### src/rtl/ubase_pkg.sv
package ubase_pkg;

  localparam int UB_ADDR_W = 8;
  localparam int UB_DATA_W = 32;
  localparam int UB_FIELD_W = 8;

  localparam logic [UB_ADDR_W-1:0] UB_OFS_COUNT  = 8'h10;
  localparam logic [UB_ADDR_W-1:0] UB_OFS_RATIO  = 8'h14;
  localparam logic [UB_ADDR_W-1:0] UB_OFS_FREEZE = 8'h4C;

  localparam logic [2*UB_FIELD_W-1:0] UB_RATIO_RST = 16'h000B;

  typedef enum logic [1:0] {
    UB_SEL_NONE   = 2'd0,
    UB_SEL_COUNT  = 2'd1,
    UB_SEL_RATIO  = 2'd2,
    UB_SEL_FREEZE = 2'd3
  } ub_sel_e;

  function automatic ub_sel_e ub_decode(input logic [UB_ADDR_W-1:0] a);
    ub_sel_e s;
    if (a == UB_OFS_COUNT) s = UB_SEL_COUNT;
    else if (a == UB_OFS_RATIO) s = UB_SEL_RATIO;
    else if (a == UB_OFS_FREEZE) s = UB_SEL_FREEZE;
    else s = UB_SEL_NONE;
    return s;
  endfunction

endpackage

### src/rtl/ubase_regs.sv
module ubase_regs
  import ubase_pkg::*;
#(
  parameter int ADDR_W  = UB_ADDR_W,
  parameter int DATA_W  = UB_DATA_W,
  parameter int FIELD_W = UB_FIELD_W,
  parameter int CNT_W   = UB_DATA_W
) (
  input  logic               clk,
  input  logic               rst_n,
  input  logic               wr_en,
  input  logic [ADDR_W-1:0]  addr,
  input  logic [DATA_W-1:0]  wdata,
  input  logic [CNT_W-1:0]   cnt_val,
  output logic [FIELD_W-1:0] num_m1,
  output logic [FIELD_W-1:0] den_m1,
  output logic               freeze,
  output logic [DATA_W-1:0]  rdata
);

  localparam int RATIO_W = 2 * FIELD_W;

  logic [RATIO_W-1:0] ratio_q;
  logic               freeze_q;
  ub_sel_e            sel;
  logic               wr_ratio;
  logic               wr_freeze;
  logic               unused_wbits;

  assign sel       = ub_decode(addr);
  assign wr_ratio  = wr_en && (sel == UB_SEL_RATIO);
  assign wr_freeze = wr_en && (sel == UB_SEL_FREEZE);
  assign unused_wbits = ^wdata[DATA_W-1:RATIO_W];

  always_ff @(posedge clk) begin
    if (!rst_n) begin
      ratio_q  <= UB_RATIO_RST;
      freeze_q <= 1'b0;
    end else begin
      if (wr_ratio)  ratio_q  <= wdata[RATIO_W-1:0];
      if (wr_freeze) freeze_q <= wdata[0];
    end
  end

  assign num_m1 = ratio_q[RATIO_W-1:FIELD_W];
  assign den_m1 = ratio_q[FIELD_W-1:0];
  assign freeze = freeze_q;

  always_comb begin
    rdata = '0;
    unique case (sel)
      UB_SEL_COUNT:  rdata = DATA_W'(cnt_val);
      UB_SEL_FREEZE: rdata = DATA_W'(freeze_q);
      UB_SEL_RATIO:  rdata = '0;
      default:       rdata = '0;
    endcase
  end

  AST_RATIO_LOAD: assert property (@(posedge clk) disable iff (!rst_n)
    $past(wr_ratio) |-> ratio_q == $past(wdata[RATIO_W-1:0]));
  AST_RATIO_KEEP: assert property (@(posedge clk) disable iff (!rst_n)
    (!$past(wr_ratio) && $past(rst_n)) |-> $stable(ratio_q));
  AST_FREEZE_KEEP: assert property (@(posedge clk) disable iff (!rst_n)
    (!$past(wr_freeze) && $past(rst_n)) |-> $stable(freeze_q));

endmodule

### src/rtl/ubase_ratio.sv
module ubase_ratio #(
  parameter int FIELD_W = 8
) (
  input  logic               clk,
  input  logic               rst_n,
  input  logic               freeze,
  input  logic [FIELD_W-1:0] num_m1,
  input  logic [FIELD_W-1:0] den_m1,
  output logic               tick,
  output logic [FIELD_W-1:0] phase
);

  localparam int SUM_W = FIELD_W + 2;

  logic [FIELD_W-1:0] acc_q;
  logic [FIELD_W-1:0] acc_d;
  logic [SUM_W-1:0]   sum_w;
  logic [SUM_W-1:0]   den_w;
  logic               clamp_w;
  logic               reach_w;

  function automatic logic [SUM_W-1:0] fn_plus1(input logic [FIELD_W-1:0] f);
    return SUM_W'(f) + SUM_W'(1);
  endfunction

  function automatic logic [SUM_W-1:0] fn_sum(input logic [FIELD_W-1:0] a,
                                              input logic [FIELD_W-1:0] n);
    return SUM_W'(a) + fn_plus1(n);
  endfunction

  function automatic logic [FIELD_W-1:0] fn_next(input logic [SUM_W-1:0] s,
                                                 input logic [SUM_W-1:0] d,
                                                 input logic reach,
                                                 input logic clamp);
    logic [SUM_W-1:0] r;
    if (clamp)      r = '0;
    else if (reach) r = s - d;
    else            r = s;
    return r[FIELD_W-1:0];
  endfunction

  assign sum_w   = fn_sum(acc_q, num_m1);
  assign den_w   = fn_plus1(den_m1);
  assign clamp_w = num_m1 > den_m1;
  assign reach_w = sum_w >= den_w;
  assign acc_d   = freeze ? acc_q : fn_next(sum_w, den_w, reach_w, clamp_w);
  assign tick    = !freeze && (clamp_w || reach_w);
  assign phase   = acc_q;

  always_ff @(posedge clk) begin
    if (!rst_n) acc_q <= '0;
    else        acc_q <= acc_d;
  end

  AST_FROZEN_QUIET: assert property (@(posedge clk) disable iff (!rst_n)
    freeze |-> !tick);
  AST_FROZEN_PHASE: assert property (@(posedge clk) disable iff (!rst_n)
    ($past(freeze) && $past(rst_n)) |-> $stable(acc_q));
  AST_CLAMP_EVERY: assert property (@(posedge clk) disable iff (!rst_n)
    ($past(clamp_w) && !$past(freeze) && $past(rst_n)) |-> (acc_q == '0));
  AST_PHASE_DRAIN: assert property (@(posedge clk) disable iff (!rst_n)
    ($past(!clamp_w && !freeze && reach_w) && $past(rst_n)) |-> (acc_q <= $past(acc_q)));

endmodule

### src/rtl/ubase_count.sv
module ubase_count #(
  parameter int CNT_W = 32
) (
  input  logic             clk,
  input  logic             rst_n,
  input  logic             step,
  output logic [CNT_W-1:0] value
);

  logic [CNT_W-1:0] cnt_q;

  function automatic logic [CNT_W-1:0] fn_inc(input logic [CNT_W-1:0] v);
    return v + CNT_W'(1);
  endfunction

  always_ff @(posedge clk) begin
    if (!rst_n)    cnt_q <= '0;
    else if (step) cnt_q <= fn_inc(cnt_q);
  end

  assign value = cnt_q;

  AST_CNT_STEP: assert property (@(posedge clk) disable iff (!rst_n)
    ($past(step) && $past(rst_n)) |-> cnt_q == $past(cnt_q) + CNT_W'(1));
  AST_CNT_HOLD: assert property (@(posedge clk) disable iff (!rst_n)
    (!$past(step) && $past(rst_n)) |-> $stable(cnt_q));

endmodule

### src/rtl/ubase_timebase.sv
module ubase_timebase
  import ubase_pkg::*;
#(
  parameter int ADDR_W  = UB_ADDR_W,
  parameter int DATA_W  = UB_DATA_W,
  parameter int FIELD_W = UB_FIELD_W
) (
  input  logic              clk,
  input  logic              rst_n,
  input  logic              reg_wr,
  input  logic [ADDR_W-1:0] reg_addr,
  input  logic [DATA_W-1:0] reg_wdata,
  output logic [DATA_W-1:0] reg_rdata,
  output logic              us_tick
);

  localparam int CNT_W = DATA_W;

  logic [FIELD_W-1:0] num_m1_w;
  logic [FIELD_W-1:0] den_m1_w;
  logic               freeze_w;
  logic               tick_w;
  logic [FIELD_W-1:0] phase_w;
  logic [CNT_W-1:0]   count_w;

  ubase_regs #(
    .ADDR_W (ADDR_W),
    .DATA_W (DATA_W),
    .FIELD_W(FIELD_W),
    .CNT_W  (CNT_W)
  ) u_regs (
    .clk    (clk),
    .rst_n  (rst_n),
    .wr_en  (reg_wr),
    .addr   (reg_addr),
    .wdata  (reg_wdata),
    .cnt_val(count_w),
    .num_m1 (num_m1_w),
    .den_m1 (den_m1_w),
    .freeze (freeze_w),
    .rdata  (reg_rdata)
  );

  ubase_ratio #(
    .FIELD_W(FIELD_W)
  ) u_ratio (
    .clk   (clk),
    .rst_n (rst_n),
    .freeze(freeze_w),
    .num_m1(num_m1_w),
    .den_m1(den_m1_w),
    .tick  (tick_w),
    .phase (phase_w)
  );

  ubase_count #(
    .CNT_W(CNT_W)
  ) u_count (
    .clk  (clk),
    .rst_n(rst_n),
    .step (tick_w),
    .value(count_w)
  );

  assign us_tick = tick_w;

  AST_RST_QUIET: assert property (@(posedge clk)
    !rst_n |=> (count_w == '0 && phase_w == '0));
  AST_PHASE_BOUND: assert property (@(posedge clk) disable iff (!rst_n)
    phase_w <= FIELD_W'((1 << FIELD_W) - 1) && !(tick_w && freeze_w));
  AST_CFG_KEEPS_COUNT: assert property (@(posedge clk) disable iff (!rst_n)
    ($past(reg_wr && !tick_w) && $past(rst_n)) |-> $stable(count_w));

endmodule

### config.mk
export PLATFORM = sky130hd
export DESIGN_NAME = ubase_timebase
export DESIGN_NICKNAME = d
export VERILOG_FILES = /design/src/rtl/ubase_pkg.sv /design/src/rtl/ubase_regs.sv /design/src/rtl/ubase_ratio.sv /design/src/rtl/ubase_count.sv /design/src/rtl/ubase_timebase.sv
export SDC_FILE = /design/constraint.sdc
export NUM_CORES = 1
export LEC_CHECK = 0
export BUFFER_PORTS_ARGS = -buffer_cell sky130_fd_sc_hd__buf_4
export CORE_MARGIN = 8
export CORE_UTILIZATION = 56
export CTS_BUF_LIST = sky130_fd_sc_hd__clkbuf_16
export DETAILED_ROUTE_END_ITERATION = 16
export PLACE_DENSITY = 0.85
export SYNTH_ARGS = -nofsm -noshare
export SYNTH_HDL_FRONTEND = slang
export SYNTH_SLANG_ARGS = --single-unit
export TNS_END_PERCENT = 1
### constraint.sdc
create_clock -name clk -period 5.26 [get_ports clk]
set_clock_uncertainty 0.15 [all_clocks]
set_input_delay 1.052 -clock clk [delete_from_list [all_inputs] [get_ports clk]]
set_output_delay 1.052 -clock clk [all_outputs]
set_load 0.05 [all_outputs]
==> run metrics <==
WL per Instance=15.4 microns; mux contribution to synthesized area=0.0587; 1st-iter DRT viols=130; gp weighted congestion=0.895; crit path DAT=3830 ps; setup TNS=0 ps; met2 routed WL=4.56 mm; Setup WS post-layout=226 ps; Setup crit start kind=flip-flop; Synth Cell Area=0.00375 sq mm; leakage=1.82 nW; status=finished clean; post-synthesis cell count=445; Post-CTS Hold Buffers=0; root buffer cell=clkbuf_16; CTS Buffer Depth=2; CP max stage cell=o32a_4; Max FO, Critical Path=15; Max-Cap Viols=0; vias in the first global route=3314; fraction of registers with async set/reset=0; number of gates resized after CTS=0; Worst Reg-to-Reg Cells=13; max incr delay on CP=430 ps; largest net degree at the start of global routing=47; synthesized net count=518; TritonCTS Buffers=9; number of synthesized flops with an enable pin=0; first-pass GRT wire length=15.2 mm; diode count=0; RR Startpoint=u_regs.ratio_q[11]; Fillers=555; Synth Warn #=0; Vias/cell=5.86; Worst Hold Class=flip-flop to flip-flop; share of layout cells above drive strength 1=0.193; xor/xnor share of the synthesized area=0.0467; largest family of logic cells by synthesized area=simple AND/OR/NAND/NOR gates; Mean Syn Cell Area=8.42 sq um; post-synthesis sequential area ratio=0.304; CP required=4060 ps; clk slew on worst S/H paths=50 ps; R2R Setup Slk=1070 ps; Final ANT Viol Nets=0; GR Overflow Total=0; Crit Path Class=flip-flop to output port; I/O pin count=76; Final setup viols=0; min-delay src=u_ratio.phase[6]; Adder-Cell Fraction of Synth Area=0.104; largest vdd supply drop=348 uV; minimum clock period=5030 ps; Synth area leader=dfxtp_1; M1 WL=3.77 mm; part of the cycle the worst path needs=0.957; fin util=0.679; CTS tree=yes; Yosys reg bits=57; reg-to-reg endpoint=u_count.value[19]; core area=0.00664 sq mm; floorplan row count=30; clk sinks=57; RSZ-0062 raised after global routing=no; Slew HR=0.467; full die area=0.00957 sq mm; Initial Utilization=0.564; worst-margin pin slew=800 ps; post-DP HPWL=6.71 mm; synth top area cells=dfxtp_1 30%, ha_1 9.3%, mux2i_1 5.9%; nets=575; simple-gate area share of the yosys netlist=0.252; Worst-Skew Late Latency=330 ps; multi-input logic area=0.00243 sq mm; Synth Flop Type=dfxtp_1; Yosys cell types=52; area grow syn2layout=20.4%; CP Capture Type=output port; Worst Hold End=u_ratio.phase[6]; PortBufs=59; via count=3437; Final Hold Fails=0; met3 wire length=439 microns; Slew Limit Fails=0; initial antenna violation count=0; share of the synthesized area in the top cell type=0.304; dpl ws=648 ps; Total GRT Usage=0.192; DR top layer=met4; Die Ht=97.8 microns; Pwr Density=330 mW/mm^2; Die X=97.8 microns; post-CTS setup repair buffer count=0; final wirelength=9.04 mm; register area=0.00114 sq mm; Synth Area in Compound Gates=0.183; FMAX=199 MHz; DR pass1 iterations=4; critical-path cell list=ha_1 -> and3_1 -> a21oi_1 -> a31oi_1 -> or2_2 -> xnor2_1 -> inv_1 -> ha_1 -> a211o_1 -> o32a_4 -> o31ai_1 -> buf_4 -> inv_1 -> buf_4; # DRC=0; top-count cell post-synth=dfxtp_1; hold depth=2; Post-synth top cells=57 x dfxtp_1, 36 x a21oi_1, 30 x and2_1, 30 x nand2_1, 30 x nor2_1; H-tree levels=3
==> area by class of cell <==
cell class | count | area share
multi-input combinational | 344 | 0.538
sequential | 57 | 0.253
timing repair buffer | 64 | 0.106
clock buffer | 9 | 0.0499
tap | 80 | 0.0222
inverter | 26 | 0.0216
clock inverter | 7 | 0.00860
==> stage by stage <==
stage	hold slack [ps]	cells	instance area [sq um]	total power [mW]
2_1_floorplan	279	445	3750	0.860
3_3_place_gp	291	571	4250	0.960
3_5_place_dp	300	571	4250	0.977
4_1_cts	311	587	4510	1.49
5_1_grt	337	587	4510	1.56
6_report	309	587	4510	1.49
==> logic make-up (layout without fill, tap and decap cells) <==
logic type	count (synthesis)	after routing
DFF	57	57
and+or+nand+nor	167	167
adders and majority gates	30	30
xor gates and xnor gates	20	20
AOI/OAI and AO/OA	105	105
muxes	22	22
buffers and inverters	44	106
==> power breakdown <==
part / total (mW) / internal [mW] / leakage (nW) / switching [mW]
Clock: 0.517 / 0.312 / 0.132 / 0.205
Sequential: 0.484 / 0.463 / 0.461 / 0.0216
Combinational: 0.488 / 0.218 / 1.23 / 0.270
==> flip-flops by register name, summed over array words and instances, names as in the netlist <==
signal          cells
u_count.value      32
u_regs.ratio_q     16
u_ratio.phase       8
u_regs.freeze       1
==> placed cells by master, fill, tap and decap left out, types with 3 or more instances in the layout <==
cell       count
a21oi_1       36
a22o_1         3
and2_1        30
and3_1         4
buf_4         64
clkbuf_16      9
clkinv_2       4
dfxtp_1       57
ha_1          28
inv_1         27
mux2i_1       22
nand2_1       30
nand2b_1       4
nand3_1       12
nand4_1        8
nor2_1        30
nor2b_1        4
nor4_1         3
o211ai_1       4
o21a_1         5
o21ai_0       25
o311ai_0       3
o31ai_1       15
or3_1         12
or4_1         11
or4_2          3
xnor2_1       13
xor2_1         7
==> worst max-delay path, delay by kind of cell (launching register included) <==
family                     cells  cell delay (ps)
DFF                            1              330
xor gates and xnor gates       1              220
adders and majority gates      2              720
and+or+nand+nor                2              480
buffers and inverters          4              480
AOI/OAI and AO/OA              5             1280
==> worst max-delay path by stage <==
stage                     depth (start not counted)               start  slack (ps)  endpoint
after floorplan                                  12  u_regs.ratio_q[11]         710   us_tick
after global placement                           14  u_regs.ratio_q[11]         670   us_tick
after detailed placement                         14  u_regs.ratio_q[11]         650   us_tick
after CTS                                        14  u_regs.ratio_q[11]         270   us_tick
after global routing                             14   u_regs.ratio_q[9]          80   us_tick
final                                            14  u_regs.ratio_q[11]         230   us_tick
==> metal layers <==
layer,global-route usage,vias to the layer above
met5,0,-
li1,-,1718
met4,0.106,0
met3,0.0533,24
met1,0.214,1624
met2,0.325,71
Note: power is estimated with default switching activity, not from simulation.
